<file path="src/rtl/dma_rf_pkg.sv">
package dma_rf_pkg;
    localparam int NUM_CH   = 4;
    localparam int CH_W     = $clog2(NUM_CH);
    localparam int BUS_W    = 8;
    localparam int REG_W    = 16;
    localparam int PAGE_W   = 8;
    localparam int MODE_W   = 6;

    localparam logic [BUS_W-1:0] A_CMD     = 8'h08;
    localparam logic [BUS_W-1:0] A_REQ     = 8'h09;
    localparam logic [BUS_W-1:0] A_SMASK   = 8'h0A;
    localparam logic [BUS_W-1:0] A_MODE    = 8'h0B;
    localparam logic [BUS_W-1:0] A_CLRPTR  = 8'h0C;
    localparam logic [BUS_W-1:0] A_MRESET  = 8'h0D;
    localparam logic [BUS_W-1:0] A_MENABLE = 8'h0E;
    localparam logic [BUS_W-1:0] A_MMASK   = 8'h0F;

    // Field order matches data bits 7:2 of a mode write.
    typedef struct packed {
        logic [1:0] xfer;
        logic       dec;
        logic       autoinit;
        logic [1:0] kind;
    } mode_t;

    typedef struct packed {
        logic            hit_offset;
        logic            hit_count;
        logic            hit_page;
        logic [CH_W-1:0] ch;
        logic            cmd;
        logic            req;
        logic            smask;
        logic            mode;
        logic            clrptr;
        logic            mreset;
        logic            menable;
        logic            mmask;
        logic            wo;
    } dec_t;
endpackage

</file>
<file path="src/rtl/dma_rf_decode.sv">
module dma_rf_decode
    import dma_rf_pkg::*;
(
    input  logic [BUS_W-1:0] addr,
    output dec_t             dec
);
    always_comb begin
        dec = '0;
        if (addr[7:3] == 5'b00000) begin
            dec.ch         = addr[CH_W:1];
            dec.hit_offset = ~addr[0];
            dec.hit_count  = addr[0];
        end
        unique case (addr)
            A_CMD:     dec.cmd     = 1'b1;
            A_REQ:     dec.req     = 1'b1;
            A_SMASK:   dec.smask   = 1'b1;
            A_MODE:    dec.mode    = 1'b1;
            A_CLRPTR:  dec.clrptr  = 1'b1;
            A_MRESET:  dec.mreset  = 1'b1;
            A_MENABLE: dec.menable = 1'b1;
            A_MMASK:   dec.mmask   = 1'b1;
            8'h87: begin dec.hit_page = 1'b1; dec.ch = CH_W'(0); end
            8'h83: begin dec.hit_page = 1'b1; dec.ch = CH_W'(1); end
            8'h81: begin dec.hit_page = 1'b1; dec.ch = CH_W'(2); end
            8'h82: begin dec.hit_page = 1'b1; dec.ch = CH_W'(3); end
            default: ;
        endcase
        dec.wo = dec.hit_page | dec.req | dec.smask | dec.mode | dec.clrptr
               | dec.mreset | dec.menable | dec.mmask;
    end
endmodule

</file>
<file path="src/rtl/dma_rf_channel.sv">
module dma_rf_channel
    import dma_rf_pkg::*;
(
    input  logic              clk,
    input  logic              rst_n,
    input  logic              wr_off,
    input  logic              wr_cnt,
    input  logic              wr_page,
    input  logic              wr_mode,
    input  logic              clr_mode,
    input  logic              ptr_hi,
    input  logic [BUS_W-1:0]  wdata,
    input  logic              eng_upd,
    input  logic              eng_rld,
    input  logic [REG_W-1:0]  eng_offset,
    input  logic [REG_W-1:0]  eng_count,
    output logic [REG_W-1:0]  cur_off,
    output logic [REG_W-1:0]  cur_cnt,
    output logic [PAGE_W-1:0] page,
    output mode_t             mode
);
    typedef struct packed {
        logic [REG_W-1:0]  base_off;
        logic [REG_W-1:0]  base_cnt;
        logic [REG_W-1:0]  cur_off;
        logic [REG_W-1:0]  cur_cnt;
        logic [PAGE_W-1:0] page;
        mode_t             mode;
    } ch_state_t;

    ch_state_t s_d, s_q;
    int        lane;

    always_comb begin
        s_d  = s_q;
        lane = int'(ptr_hi) * BUS_W;
        // Engine first; a CPU byte write in the same cycle overrides its byte.
        if (eng_rld) begin
            s_d.cur_off = s_q.base_off;
            s_d.cur_cnt = s_q.base_cnt;
        end else if (eng_upd) begin
            s_d.cur_off = eng_offset;
            s_d.cur_cnt = eng_count;
        end
        if (wr_off) begin
            s_d.base_off[lane +: BUS_W] = wdata;
            s_d.cur_off[lane +: BUS_W]  = wdata;
        end
        if (wr_cnt) begin
            s_d.base_cnt[lane +: BUS_W] = wdata;
            s_d.cur_cnt[lane +: BUS_W]  = wdata;
        end
        if (wr_page) s_d.page = wdata;
        if (wr_mode) s_d.mode = mode_t'(wdata[BUS_W-1 -: MODE_W]);
        if (clr_mode) s_d.mode = '0;
    end

    always_ff @(posedge clk or negedge rst_n) begin
        if (!rst_n) s_q <= '0;
        else        s_q <= s_d;
    end

    assign cur_off = s_q.cur_off;
    assign cur_cnt = s_q.cur_cnt;
    assign page    = s_q.page;
    assign mode    = s_q.mode;
endmodule

</file>
<file path="src/rtl/dma_rf_ctrl.sv">
module dma_rf_ctrl
    import dma_rf_pkg::*;
#(
    parameter int NCH = NUM_CH
) (
    input  logic             clk,
    input  logic             rst_n,
    input  logic             acc16,
    input  logic             clrptr_wr,
    input  logic             smask_wr,
    input  logic             req_wr,
    input  logic             cmd_wr,
    input  logic             menable_wr,
    input  logic             mmask_wr,
    input  logic             mreset_wr,
    input  logic             status_rd,
    input  logic [BUS_W-1:0] wdata,
    input  logic [NCH-1:0]   tc_set,
    output logic             ptr_hi,
    output logic [NCH-1:0]   mask,
    output logic [NCH-1:0]   req,
    output logic [NCH-1:0]   tc,
    output logic [BUS_W-1:0] cmd
);
    typedef struct packed {
        logic             ptr;
        logic [NCH-1:0]   mask;
        logic [NCH-1:0]   req;
        logic [NCH-1:0]   tc;
        logic [BUS_W-1:0] cmd;
    } ctl_state_t;

    ctl_state_t s_d, s_q;

    always_comb begin
        s_d = s_q;
        if (acc16)     s_d.ptr = ~s_q.ptr;
        if (clrptr_wr) s_d.ptr = 1'b0;
        if (smask_wr)  s_d.mask[wdata[CH_W-1:0]] = wdata[2];
        if (menable_wr) s_d.mask = '0;
        if (mmask_wr)  s_d.mask = wdata[NCH-1:0];
        if (req_wr)    s_d.req[wdata[CH_W-1:0]] = wdata[2];
        if (cmd_wr)    s_d.cmd = wdata;
        if (status_rd) s_d.tc = '0;
        s_d.tc = s_d.tc | tc_set;
        if (mreset_wr) begin
            s_d.ptr  = 1'b0;
            s_d.mask = '1;
            s_d.req  = '0;
            s_d.tc   = '0;
            s_d.cmd  = '0;
        end
    end

    always_ff @(posedge clk or negedge rst_n) begin
        if (!rst_n) begin
            s_q      <= '0;
            s_q.mask <= '1;
        end else begin
            s_q <= s_d;
        end
    end

    assign ptr_hi = s_q.ptr;
    assign mask   = s_q.mask;
    assign req    = s_q.req;
    assign tc     = s_q.tc;
    assign cmd    = s_q.cmd;
endmodule

</file>
<file path="src/rtl/dma_regfile.sv">
module dma_regfile
    import dma_rf_pkg::*;
#(
    parameter int NCH = NUM_CH
) (
    input  logic                  clk,
    input  logic                  rst_n,
    input  logic [BUS_W-1:0]      bus_addr,
    input  logic [BUS_W-1:0]      bus_wdata,
    input  logic                  bus_rd,
    input  logic                  bus_wr,
    output logic [BUS_W-1:0]      bus_rdata,
    input  logic                  eng_we,
    input  logic                  eng_reload,
    input  logic [CH_W-1:0]       eng_ch,
    input  logic [REG_W-1:0]      eng_offset,
    input  logic [REG_W-1:0]      eng_count,
    output logic [NCH-1:0]        ch_mask,
    output logic [NCH-1:0]        ch_req,
    output logic [NCH-1:0]        ch_tc,
    output logic [BUS_W-1:0]      cmd_out,
    output logic [2*NCH-1:0]      ch_xfer,
    output logic [NCH-1:0]        ch_dec,
    output logic [NCH-1:0]        ch_autoinit,
    output logic [2*NCH-1:0]      ch_kind,
    output logic [PAGE_W*NCH-1:0] ch_page,
    output logic [REG_W*NCH-1:0]  ch_offset,
    output logic [REG_W*NCH-1:0]  ch_count
);
    dec_t             dec;
    logic             ptr_hi;
    logic             mreset_wr;
    logic [NCH-1:0]   tc_set;
    logic [REG_W-1:0] off_a [NCH];
    logic [REG_W-1:0] cnt_a [NCH];

    dma_rf_decode u_dec (.addr(bus_addr), .dec(dec));

    assign mreset_wr = bus_wr & dec.mreset;

    dma_rf_ctrl #(.NCH(NCH)) u_ctrl (
        .clk        (clk),
        .rst_n      (rst_n),
        .acc16      ((bus_wr | bus_rd) & (dec.hit_offset | dec.hit_count)),
        .clrptr_wr  (bus_wr & dec.clrptr),
        .smask_wr   (bus_wr & dec.smask),
        .req_wr     (bus_wr & dec.req),
        .cmd_wr     (bus_wr & dec.cmd),
        .menable_wr (bus_wr & dec.menable),
        .mmask_wr   (bus_wr & dec.mmask),
        .mreset_wr  (mreset_wr),
        .status_rd  (bus_rd & dec.cmd),
        .wdata      (bus_wdata),
        .tc_set     (tc_set),
        .ptr_hi     (ptr_hi),
        .mask       (ch_mask),
        .req        (ch_req),
        .tc         (ch_tc),
        .cmd        (cmd_out)
    );

    for (genvar g = 0; g < NCH; g++) begin : g_ch
        logic  here;
        logic  eng_here;
        mode_t md;

        assign here     = bus_wr & (dec.ch == CH_W'(g));
        assign eng_here = eng_ch == CH_W'(g);
        assign tc_set[g] = eng_here & eng_we & ~eng_reload & (&eng_count);

        dma_rf_channel u_chan (
            .clk        (clk),
            .rst_n      (rst_n),
            .wr_off     (here & dec.hit_offset),
            .wr_cnt     (here & dec.hit_count),
            .wr_page    (here & dec.hit_page),
            .wr_mode    (bus_wr & dec.mode & (bus_wdata[CH_W-1:0] == CH_W'(g))),
            .clr_mode   (mreset_wr),
            .ptr_hi     (ptr_hi),
            .wdata      (bus_wdata),
            .eng_upd    (eng_here & eng_we),
            .eng_rld    (eng_here & eng_reload),
            .eng_offset (eng_offset),
            .eng_count  (eng_count),
            .cur_off    (off_a[g]),
            .cur_cnt    (cnt_a[g]),
            .page       (ch_page[g*PAGE_W +: PAGE_W]),
            .mode       (md)
        );

        assign ch_offset[g*REG_W +: REG_W] = off_a[g];
        assign ch_count[g*REG_W +: REG_W]  = cnt_a[g];
        assign ch_xfer[2*g +: 2]  = md.xfer;
        assign ch_dec[g]          = md.dec;
        assign ch_autoinit[g]     = md.autoinit;
        assign ch_kind[2*g +: 2]  = md.kind;
    end

    always_comb begin
        bus_rdata = '0;
        if (bus_rd && !dec.wo) begin
            if (dec.hit_offset)
                bus_rdata = off_a[dec.ch][int'(ptr_hi)*BUS_W +: BUS_W];
            else if (dec.hit_count)
                bus_rdata = cnt_a[dec.ch][int'(ptr_hi)*BUS_W +: BUS_W];
            else if (dec.cmd)
                bus_rdata = BUS_W'({ch_req, ch_tc});
        end
    end
endmodule

</file>
<file path="config.mk">
export PLATFORM = sky130hd
export DESIGN_NAME = dma_regfile
export DESIGN_NICKNAME = d
export VERILOG_FILES = /design/src/rtl/dma_rf_pkg.sv /design/src/rtl/dma_rf_decode.sv /design/src/rtl/dma_rf_channel.sv /design/src/rtl/dma_rf_ctrl.sv /design/src/rtl/dma_regfile.sv
export SDC_FILE = /design/constraint.sdc
export NUM_CORES = 1
export LEC_CHECK = 0
export ABC_AREA = 1
export BUFFER_PORTS_ARGS = -buffer_cell sky130_fd_sc_hd__buf_2
export CAP_MARGIN = 20
export CORE_UTILIZATION = 55
export CTS_CLUSTER_DIAMETER = 50
export DETAILED_ROUTE_END_ITERATION = 16
export GPL_ROUTABILITY_DRIVEN = 0
export PLACE_DENSITY = 0.77
export RECOVER_POWER = 50
export SYNTH_ARGS = -nofsm -noshare
export SYNTH_HDL_FRONTEND = slang
export SYNTH_SLANG_ARGS = --single-unit
</file>
<file path="constraint.sdc">
create_clock -name clk -period 4.5 [get_ports clk]
set_clock_uncertainty 0.1 [all_clocks]
set_input_delay 0.675 -clock clk [delete_from_list [all_inputs] [get_ports clk]]
set_output_delay 0.675 -clock clk [all_outputs]
set_load 0.01 [all_outputs]
</file>
* Yosys cells after proc, flatten, opt, wreduce, memory -nomap -nowiden *
Index checks and enable logic that the tools add are counted.

word-level totals
  memory bits (writable) = 0
  bits in registers = 333
  memory bits (read-only) = 0
  word-level logic and storage cells = 220
  latch bits = 0
  memories = 0

operators by class
  add/subtract/negate cells = 1
  reduce and logical (&&, ||, !) cells = 16
  eq/ne operators = 21
  bitwise operators = 60
  order comparisons = 3
  shift operators = 4
  multipliers = 0
  divide/modulo/power cells = 0
  muxes and demuxes = 74

operators by type and width
  operator                                               count
  bitwise mux 16 bit                                     16
  two-way mux 32 bit                                     8
  two-way mux 16 bit                                     12
  binary-select mux 16 bit (select 2 bit)                2
  == test 8 x 4 -> 1 bit, second input constant          8
  two-way mux 6 bit                                      8
  bitwise AND 1 bit                                      46
  two-way mux 8 bit                                      5
  negator 4 -> 33 bit                                    1
  variable shift 8 x 33 -> 16 bit, first input constant  1
  variable part select 8 x 33 -> 16 bit                  1
  == test 8 bit, second input constant                   4
  variable part select 16 x 5 -> 8 bit                   2
  two-way mux 21 bit                                     1
  two-way mux 4 bit                                      5
  AND reduction 16 bit                                   1
  == test 2 bit, second input constant                   6
  case mux 3 bit (4 select lines)                        1
  nonzero test 2 bit                                     6
  two-way mux 1 bit                                      11
  OR 1 bit                                               9
  bitwise mux 4 bit                                      2
  == test 2 x 1 -> 1 bit, second input constant          3
  logical NOT 2 bit                                      3
  other kinds (13)                                       17

* Logic depth before layout (Yosys ltp) *
  depth after elaboration = 13
  mapped depth = 16

* By module *
Synthesis repeated with hierarchy kept, for this count alone.

second synthesis, totals
  cell total of the unflattened synthesis = 2880
  area, all modules = 19889.1 um^2

modules (own cells, without submodules)
  module          instances  cells each  sequential area each (um^2)  area an instance (um^2)
  dma_rf_channel  4          577         1951.9                       4210.3
  dma_regfile     1          383         0.0                          1699.1
  dma_rf_ctrl     1          124         530.5                        1069.8
  dma_rf_decode   1          65          0.0                          279.0

* Worst setup path before layout *
No wires, ideal clock.

  kind = input to output
  start point = in bus_addr[1]
  end point = out bus_rdata[6]
  arrival = 2067 ps
  setup slack = 1658 ps
  cell stages on the path = 14
  required time = 3725 ps
  path buffers = 2
  path through = buf_2 inv_1 nand2_1 nand2_1 nor2_2 inv_2 nand2_4 clkbuf_1 nand2_1 nand3_1 nand3_1 nand3_1 nand2_1 inv_1

on the way
  word-level cells in the longest chain between the ends = 12

RTL lines
  element                                                                                           RTL line            RTL
  start: declaration                                                                                dma_regfile.sv:8    input logic [BUS_W-1:0] bus_addr,
  parallel branches: the longest is 11 deep, another holds binary-select mux 16 bit (select 2 bit)  -
  two-way mux 8 bit *                                                                               dma_regfile.sv:101  if (bus_rd && !dec.wo) begin
  end: declaration                                                                                  dma_regfile.sv:12   output logic [BUS_W-1:0] bus_rdata,

Mark *: on every way between the ends. The select of a mux whose other input is x is not followed.

* Worst setup path after layout *
  start point = in bus_addr[7]
  end point = out bus_rdata[4]

on the way
  word-level cells in the longest chain between the ends = 12

RTL lines
  element                                                                                           RTL line
  parallel branches: the longest is 11 deep, another holds binary-select mux 16 bit (select 2 bit)  -
  two-way mux 8 bit *                                                                               dma_regfile.sv:101

Marked as above.

==> results.yml <==
sta:
  fin_tns_setup_ns: 0
  setup_viol: 0
  max_slew_margin_pct: -110
  final-hold-violation-count: 0
  grt_setup_unrepaired: "false"
  max_freq_mhz: 252
  finalCriticalPeriod_ns: 3.97
  worst_pin_slew_ns: 3.14
  maxSlewViolCount: 114
  fin_crit_sh_pct: 88.2
logic_synthesis:
  synth_flop_cell: "dfrtp_1"
  synth_top_area_share_pct: 46.5
  yosysMostFrequentCell: "nand2_1"
  ys_async_sr_fraction_pct: 100
  synth_area_leaders: "dfrtp_1 46%, nand2_1 16%, o21ai_0 9.7%, buf_4 8.2%, nand3_1 3.7%"
  synth_cell_type_count: 40
  syn_inst: 2288
  syn_area_mm2: 0.0177
  synth-edff-count: 0
  yosysSeqAreaShare_pct: 47.1
  syn_nets: 2344
  synthTopCellsByCount: "768 x nand2_1, 343 x o21ai_0, 329 x dfrtp_1"
  avgSynthCellArea_um2: 7.74
  synth_top_area_cell: "dfrtp_1"
  yosysWarnings: 0
  ys_seq_elements: 333
outcome:
  failed_checks: "max-capacitance violations, max-slew violations"
  status: "finished with violations"
clock_tree:
  cts_sinks: 333
  insertion_delay_ns: 0.54
  cts_setup_buffers: 0
  clk_pin_slew_ns: 0.06
  clockBufferDepth: 3
  cts_made_buffers: 38
  cts_tree: "built"
  htree_levels: 2
  postCtsHoldBufs: 0
  root_buffer: "clkbuf_16"
  cts_resized: 0
power_and_ir_drop:
  internal-power_mw: 5.82
  power.density_mw_per_mm2: 440
  swShare_pct: 31.0
  power_frac_comb_pct: 17.3
  p_sw_mw: 2.62
  power_frac_clock_pct: 40.3
  seqPwrFrac_pct: 42.5
  p_leak_nw: 9.55
  ir_drop_v: 0.000224
  p_total_mw: 8.44
place:
  numPortBuffers: 267
  place_area_mm2: 0.0179
  place_hpwl_mm: 39.6
die:
  rows: 65
  start_util_pct: 56.0
  coreArea_mm2: 0.0316
  die_h_um: 181
  boundaryPins: 268
  dieWidth_um: 181
  dieArea_mm2: 0.0329
grt:
  antenna_found_initial: 2
  gr-usage-all-layers_pct: 35.0
  first_global_vias: 15100
  grt_max_degree: 116
  globalRouteOverflowTotal: 0
  grt_pass1_wl_mm: 88.2
finish:
  drive_gt1_share_pct: 14.0
  design_area_mm2: 0.0192
  fill_cells: 2767
  fin_nets: 2365
  syn_to_final_growth_pct: 8.19
  multi_input_area_mm2: 0.00702
  final_util_pct: 60.6
  regArea_mm2: 0.00834
worst_setup_path:
  cp_cell_sequence: "buf_2 -> nor2_2 -> nand4_2 -> nand2_4 -> buf_4 -> o21ai_0 -> nand2_1 -> nand3_1 -> nand3_1 -> nand2_1 -> nor2_1 -> buf_2"
  crit_fanout: 51
  critPathRequiredTime_ns: 3.72
  crit_path_end_kind: "output pin"
  start_kind: "input pin"
  critPathKind: "input pin to output pin"
  worst_path_max_delay_cell: "nand2_4"
  cpPeakStageDelay_ns: 0.59
  worstPathArrival_ns: 3.20
route:
  drt_wl_total_mm: 57.9
  drt_pass1_iterations: 7
  drtIter0Drc: 2065
  vias_per_cell: 5.96
  drc: 0
  via_count: 16300
  ant_nets: 0
  avgRoutedWirePerCell_um: 21.1
run:
  max_cap_viol_count: 1
min_path:
  hold_class: "flip-flop to flip-flop"
[final cells by class]
class / instances / area share [%]
flip-flops and latches: 333 / 43.5
multi-input cells: 1523 / 36.6
repair buffers: 293 / 7.65
clock buffers: 45 / 5.54
well taps: 402 / 2.62
inverters: 120 / 2.37
clock inverters: 25 / 1.68
diodes: 2 / 0.0261
[state kept, by name (all words and copies together) (netlist names)]
signal,count
g_ch.u_chan.cur_cnt,64
g_ch.u_chan.cur_off,64
g_ch.u_chan.mode,24
g_ch.u_chan.page,32
g_ch.u_chan.s_q,128
u_ctrl.cmd,8
u_ctrl.mask,4
u_ctrl.ptr_hi,1
u_ctrl.req,4
u_ctrl.tc,4
[cells in the final DEF, fill, tap and decap left out, types with 3 or more instances in the layout]
cell type / n
nand2_1: 768
o21ai_0: 343
dfrtp_1: 329
buf_2: 162
nand3_1: 129
clkbuf_1: 107
inv_1: 95
nor2_1: 76
o211ai_1: 65
clkbuf_16: 41
a21oi_1: 39
o21ai_1: 32
inv_2: 22
buf_4: 17
nor2_4: 15
clkinv_2: 9
nand4_1: 6
and3_1: 6
bufinv_16: 6
clkinvlp_4: 6
nor2_2: 5
nand2_2: 5
buf_12: 5
nand3_2: 4
dfstp_2: 4
nand2_4: 3
nor3_2: 3
nor3_1: 3
o31ai_1: 3
a41oi_1: 3
[path summary, 6_finish.rpt]
check,from,end,slack (ns),cells after the start
max,bus_addr[7],bus_rdata[4],0.53,12
min,g_ch[1].u_chan.s_q[72],g_ch[1].u_chan.s_q[72],0.36,2
max reg2reg,u_ctrl.ptr_hi,g_ch[3].u_chan.cur_off[5],1.41,6
min reg2reg,g_ch[1].u_chan.s_q[72],g_ch[1].u_chan.s_q[72],0.36,2
max in group asynchronous,rst_n,u_ctrl.req[1],0.85,2
min in group asynchronous,rst_n,g_ch[3].u_chan.page[4],1.03,1
[per-stage QoR]
stage	hold slack (ns)	worst slack, ns	instances
3_3_place_gp	0.347	0.770	2667
4_1_cts	0.183	0.720	2739
6_report	0.363	0.529	2743
3_5_place_dp	0.353	0.727	2669
2_1_floorplan	0.279	1.66	2288
5_1_grt	0.381	0.214	2742
[power groups by stage]
stage	combinational, mW	sequential, mW	clock [mW]
6_report	1.46	3.58	3.40
5_1_grt	1.59	3.60	3.53
4_1_cts	1.46	3.56	3.40
3_5_place_dp	1.44	3.61	0
3_3_place_gp	1.41	3.61	0
2_1_floorplan	1.15	3.47	0
[worst max-delay path: cells and delay by family]
family | cells | cell delay [ns]
buf+inv | 3 | 0.63
compound gates | 1 | 0.10
simple gates | 8 | 1.76
[kinds of logic (layout without fill, tap and decap cells)]
kind of cell	count (synthesis)	count (layout)	synth area share, %
compound gates	489	489	14.9
simple gates	1033	1033	24.5
xor+xnor	1	1	0.0495
other cells	0	2	0
buf+inv	432	483	13.5
flops	333	333	47.1
[per-layer routing]
metal	track usage [%]	wire [um]	up-vias
met4	17.5	3050	0
li1	-	-	7339
met3	9.85	7660	197
met1	49.0	22500	7713
met5	0	0	-
met2	49.6	24600	1096
(Power assumes the default switching activity.)
